$ cat config.mk
export PLATFORM = sky130hd
export DESIGN_NAME = clkgate_div12
export DESIGN_NICKNAME = d
export VERILOG_FILES = /design/src/rtl/clkgate_div12_pkg.sv /design/src/rtl/ckg_enable_decode.sv /design/src/rtl/ckg_toggle_div.sv /design/src/rtl/ckg_out_gate.sv /design/src/rtl/clkgate_div12.sv
export SDC_FILE = /design/constraint.sdc
export NUM_CORES = 1
export LEC_CHECK = 0
export ABC_AREA = 1
export BUFFER_PORTS_ARGS = -buffer_cell sky130_fd_sc_hd__buf_2
export CAP_MARGIN = 0
export CORE_AREA = 2 2 39 41
export DETAILED_ROUTE_END_ITERATION = 16
export DIE_AREA = 0 0 41 43
export SLEW_MARGIN = 40
export SYNTH_ARGS = -nofsm -noshare
export SYNTH_HDL_FRONTEND = slang
export SYNTH_SLANG_ARGS = --single-unit
$ cat constraint.sdc
create_clock -name clk -period 0.9 [get_ports clk]
set_clock_uncertainty 0.05 [all_clocks]
set_input_delay 0.09 -clock clk [delete_from_list [all_inputs] [get_ports clk]]
set_output_delay 0.09 -clock clk [all_outputs]
set_load 0.02 [all_outputs]
$ cat src/rtl/clkgate_div12_pkg.sv
package clkgate_div12_pkg;

   localparam int ENM_W = 2;

   typedef enum logic [ENM_W-1:0] {
      ENM_HI_DEF_ON  = 2'b00,
      ENM_HI_DEF_OFF = 2'b01,
      ENM_LO_DEF_ON  = 2'b10,
      ENM_SPARE      = 2'b11
   } en_mode_e;

   function automatic logic resolve_enable(input logic [ENM_W-1:0] mode,
                                           input logic lvl,
                                           input logic flt);
      logic r;
      case (en_mode_e'(mode))
         ENM_HI_DEF_OFF: r = flt ? 1'b0 : lvl;
         ENM_LO_DEF_ON:  r = flt ? 1'b1 : ~lvl;
         default:        r = flt ? 1'b1 : lvl;
      endcase
      return r;
   endfunction

endpackage

$ cat src/rtl/ckg_enable_decode.sv
module ckg_enable_decode
   import clkgate_div12_pkg::*;
(
   input  logic [ENM_W-1:0] mode,
   input  logic             lvl,
   input  logic             flt,
   output logic             en_eff
);
   always_comb en_eff = resolve_enable(mode, lvl, flt);
endmodule

$ cat src/rtl/ckg_toggle_div.sv
module ckg_toggle_div #(
   parameter int RESET_STATE = 0
) (
   input  logic clk,
   input  logic rst_n,
   input  logic src,
   input  logic run,
   output logic state
);
   initial begin
      if (RESET_STATE != 0 && RESET_STATE != 1)
         $error("RESET_STATE must be 0 or 1");
   end

   localparam logic RST_V = (RESET_STATE == 1);

   logic src_prev;
   logic rise;

   always_comb rise = src & ~src_prev;

   always_ff @(posedge clk) begin
      if (!rst_n) src_prev <= 1'b0;
      else        src_prev <= src;
   end

   always_ff @(posedge clk) begin
      if (!rst_n || !run) state <= RST_V;
      else if (rise)      state <= ~state;
   end

   assert_cleared_when_off_R9: assert property (@(posedge clk)
      disable iff (!rst_n) !run |=> (state == RST_V));

   assert_toggle_on_rise_R8: assert property (@(posedge clk)
      disable iff (!rst_n) (run && rise) |=> (state != $past(state)));

   assert_hold_without_rise_R8: assert property (@(posedge clk)
      disable iff (!rst_n) (run && !rise) |=> $stable(state));
endmodule

$ cat src/rtl/ckg_out_gate.sv
module ckg_out_gate #(
   parameter int DIV2_LEVEL = 1
) (
   input  logic div_sel,
   input  logic src,
   input  logic tog,
   input  logic en,
   output logic q,
   output logic qn
);
   initial begin
      if (DIV2_LEVEL != 0 && DIV2_LEVEL != 1)
         $error("DIV2_LEVEL must be 0 or 1");
   end

   logic pick;

   generate
      if (DIV2_LEVEL == 1) begin : g_sel_high
         always_comb pick = div_sel ? tog : src;
      end else begin : g_sel_low
         always_comb pick = div_sel ? src : tog;
      end
   endgenerate

   always_comb begin
      q  = en &  pick;
      qn = en & ~pick;
   end
endmodule

$ cat src/rtl/clkgate_div12.sv
module clkgate_div12
   import clkgate_div12_pkg::*;
#(
   parameter int DIV2_LEVEL  = 1,
   parameter int RESET_STATE = 0
) (
   input  logic             clk,
   input  logic             rst_n,
   input  logic             src_in,
   input  logic             div2_sel,
   input  logic [ENM_W-1:0] en_mode,
   input  logic             en_level,
   input  logic             en_float,
   output logic             q_out,
   output logic             qn_out
);
   logic en_eff;
   logic tog;
   logic div2_active;

   always_comb div2_active = (DIV2_LEVEL == 1) ? div2_sel : ~div2_sel;

   ckg_enable_decode u_dec (
      .mode   (en_mode),
      .lvl    (en_level),
      .flt    (en_float),
      .en_eff (en_eff)
   );

   ckg_toggle_div #(.RESET_STATE(RESET_STATE)) u_div (
      .clk   (clk),
      .rst_n (rst_n),
      .src   (src_in),
      .run   (en_eff),
      .state (tog)
   );

   ckg_out_gate #(.DIV2_LEVEL(DIV2_LEVEL)) u_gate (
      .div_sel (div2_sel),
      .src     (src_in),
      .tog     (tog),
      .en      (en_eff),
      .q       (q_out),
      .qn      (qn_out)
   );

   assert_off_low_R7: assert property (@(posedge clk)
      disable iff (!rst_n) !en_eff |-> (!q_out && !qn_out));

   assert_pass_follow_R2: assert property (@(posedge clk)
      disable iff (!rst_n) (en_eff && !div2_active) |-> (q_out == src_in && qn_out == !src_in));

   assert_div_follow_R1: assert property (@(posedge clk)
      disable iff (!rst_n) (en_eff && div2_active) |-> (q_out == tog && qn_out == !tog));

   assert_float_off_R4: assert property (@(posedge clk)
      disable iff (!rst_n) (en_mode == 2'b01 && en_float) |-> !en_eff);

   assert_float_on_R5: assert property (@(posedge clk)
      disable iff (!rst_n) (en_mode != 2'b01 && en_float) |-> en_eff);

   assert_one_hot_out_R10: assert property (@(posedge clk)
      disable iff (!rst_n) $countones({q_out, qn_out}) == (en_eff ? 1 : 0));
endmodule

### After elaboration in Yosys (flattened, before gate mapping)

Cells that the tools add are included.

* equal/unequal tests: 2
* muxes and demuxes: 5
* bitwise logic cells: 7
* reduce and logical (&&, ||, !) cells: 3

Operators by type and width (number)
* 2-to-1 mux 1 bit: 4
* inverter 1 bit: 4
* AND 1 bit: 3
* == test 2 x 1 -> 1 bit (second input constant): 1
* == test 2 bit (second input constant): 1
* logical NOT 1 bit: 2
* case mux 1 bit (2 select lines): 1
* logical OR 1 bit: 1

* flip-flop bits (word level): 2
* input bits: 8
* output and inout bits: 2
* word-level logic and storage cells: 19

### Logic depth before layout (Yosys ltp)

* depth after elaboration: 5
* mapped depth: 6
* depth with buffers taken out: 6

### By module

From an unflattened synthesis, not the netlist that was laid out.

* cell total of the unflattened synthesis: 33
* area, all modules: 162.7 µm²

Modules (own cells, without submodules)
* ckg_toggle_div: times used 1, cells an instance 11, area each 76.3 µm²
* ckg_out_gate: times used 1, cells an instance 12, area each 47.5 µm²
* ckg_enable_decode: times used 1, cells an instance 10, area each 38.8 µm²

### Worst setup path after synthesis

No wires, ideal clock.

* path type: flip-flop to output port
* start point: register u_div.state
* end point: output port qn_out
* arrival: 0.814 ns
* data required time: 0.760 ns
* path slack: -0.054 ns
* stages on the path, launching flop included: 6
* path buffers: 0
* cells stage by stage: dfxtp_1 inv_1 nand2_1 o21ai_1 inv_1 nor2_1

* cells in the longest elaborated chain, start to end: 3

RTL lines
* start: declaration: line ckg_toggle_div.sv:8 `output logic state`
* start signal: assignment: line ckg_toggle_div.sv:29 `else if (rise) state <= ~state;`
* 2-to-1 mux 1 bit: line ckg_out_gate.sv:20 `always_comb pick = div_sel ? tog : src;`
* inverter 1 bit: line ckg_out_gate.sv:28 `qn = en & ~pick;`
* AND 1 bit: line ckg_out_gate.sv:28
* end: declaration: line clkgate_div12.sv:15 `output logic qn_out`

No other way between the ends.

### Worst setup path in the final report

Ends and elaborated chain as after synthesis.

==> impl_metrics.csv <==
group,metric,value,unit
synth,synth-simple-area-share,0.509,
finish,area_delta_synth_final,73.3,%
die,io-pin-count,10,
cts,cts_tree,"yes",
routing,detail_route.first_pass.iterations,2,
setup_path,cp_max_fo,2,
die,die_y,43,um
routing,wl,361,um
finish,antenna_cells,0,
timing,rsz0062_at_grt,"yes",
cts,numCtsBuffers,3,
setup_path,start_kind,"flip-flop",
cts,cts_hold_buf,0,
finish,mostFrequentLayoutCells,"nand2_1 (7), buf_2 (7), inv_1 (6)",
routing,first_iter_violations,2,
routing,drtAntennaViolNets,0,
routing,drc,0,
timing,setup_viol,2,
setup_path,cp-end-kind,"output port",
synth,yosys_warnings,0,
synth,netlist_area,145,sq um
cts,clock_latency,0.23,ns
timing,fmax,900,MHz
timing,hold_viol_final,0,
setup_path,r2r_start,"u_div.src_prev",
pwr,p_total,0.397,mW
synth,synth_cells,26,
timing,finalCritPeriodShare,1.23,
die,core_area,1380,sq um
pwr,peakVddDrop,0.000337,V
synth,synth_top_family_by_area,"simple AND/OR/NAND/NOR gates",
placement,port_buffers,9,
timing,slew_viol_final,0,
outcome,status,"finished, violations left",
cts,path_clk_slew,0.03,ns
placement,pre_cts_slack,-0.0585,ns
cts,post_cts_buffers,0,
die,start_util,0.105,
cts,cts_max_level,1,
synth,synth_seq_cells,2,
grt,grtUsageTotal,0.0641,
die,row_count,14,
finish,final_util,0.182,
synth,synthXorXnorAreaFrac,0,
die,die_x,41,um
min_path,min_path_type,"input pin to flip-flop",
routing,viasPerCell,3.31,
grt,overflow,0,
grt,grt_pass1_wl,593,um
placement,gp_congestion,0.525,
synth,netlist-cell-type-count,9,
cts,cts_root_buf,"clkbuf_4",
die,dieArea,1760,sq um
routing,avgRoutedWirePerCell,6.69,um
setup_path,worstSetupPathType,"flip-flop to output port",
finish,nNetsFinal,48,
timing,layout_min_cycle_time,1.11,ns
synth,synth-seq-area-share,0.276,
synth,syn_area_per_cell,5.58,sq um
cts,clkSinkCount,2,
synth,synth_mux_area_frac,0,
grt,grt_pass1_vias,172,
timing,worstMarginPinSlew,0.121,ns
pwr,p_per_area,1580,nW/um^2
pwr,p_leak,0.148,nW
setup_path,crit_required,0.76,ns
timing,slew_headroom,0.919,
synth,synth-compound-area-share,0.0345,
outcome,violations,"setup timing",
timing,setup_ws,-0.211,ns
placement,hpwlAfterDp,275,um
setup_path,cp-startpoint,"u_div.state",
grt,antenna_found_initial,0,
synth,synth_fa_ha_area_frac,0,
setup_path,cp.arrival,0.97,ns
cts,clock_path_buffers,2,
finish,drive_above_1_share,0.500,
min_path,holdCritStartpoint,"rst_n",
synth,synth_nets,34,
job,cap_violations,0,
grt,grt_max_degree,5,
routing,vias,179,
worst paths after layout:
path                         end  slack, ns  cells past startpoint
setup reg to reg     u_div.state       0.20                      5
hold / removal    u_div.src_prev       0.02                      3
setup / recovery          qn_out      -0.21                      6
hold reg to reg      u_div.state       0.50                      3
power by group:
part	internal [mW]	leakage, nW	switching, mW
sequential	0.0956	0.0169	0.00248
clock	0.147	0.0138	0.0544
combinational	0.0439	0.117	0.0533
total	0.287	0.148	0.110
cell usage after synthesis (all sizes together):
master | n | area [sq um]
nand4 | 1 | 6.26
nand3 | 3 | 20.0
inv | 7 | 26.3
dfxtp | 2 | 40.0
o21ai | 1 | 5.00
nor2 | 3 | 11.3
nand2 | 9 | 36.3
layout make-up:
type                            count  area (sq um)
Multi-Input combinational cell     17          87.6
Clock buffer                        3          22.5
Inverter                            7          26.3
Timing Repair Buffer                9          53.8
Fill cell                         163          1130
Tap cell                           16          20.0
Sequential cell                     2          41.3
sequential cells by signal (all words and copies together) (netlist names):
register and cells:
u_div.src_prev 1, u_div.state 1
timing repair:
item                                    4_1_cts  5_1_grt
endpoints found under the setup margin        2        2
pin swaps                                     2        1
resized for setup                             6        1
critical path: stages, from the launching register on:
cell     delay, ns
dfxtp_2       0.31
inv_2         0.05
nand2_2       0.05
o21ai_2       0.06
inv_1         0.06
nor2_2        0.09
buf_6         0.12
stage by stage:
step	std cells	cell area, sq um	setup TNS, ns	hold WS (ns)
2_1_floorplan	26	148	0	0.133
3_3_place_gp	51	213	-0.0582	0.246
3_5_place_dp	51	213	-0.0585	0.254
4_1_cts	54	249	-0.417	0.0201
5_1_grt	54	251	-0.475	0.0342
6_report	54	251	-0.371	0.0232
metal layers:
layer / wire length (um) / global-route usage / share of wire
met2: 146 / 0.0719 / 0.40
met5: 0 / 0 / 0
met3: 25 / 0.0314 / 0.069
met1: 162 / 0.0446 / 0.45
met4: 27 / 0.140 / 0.075
cells by family (layout without fill, tap and decap cells):
group | after synthesis | count (layout)
compound gates | 1 | 1
flops | 2 | 2
buf+inv | 7 | 19
simple gates | 16 | 16
Note: power is estimated with default switching activity, not from simulation.
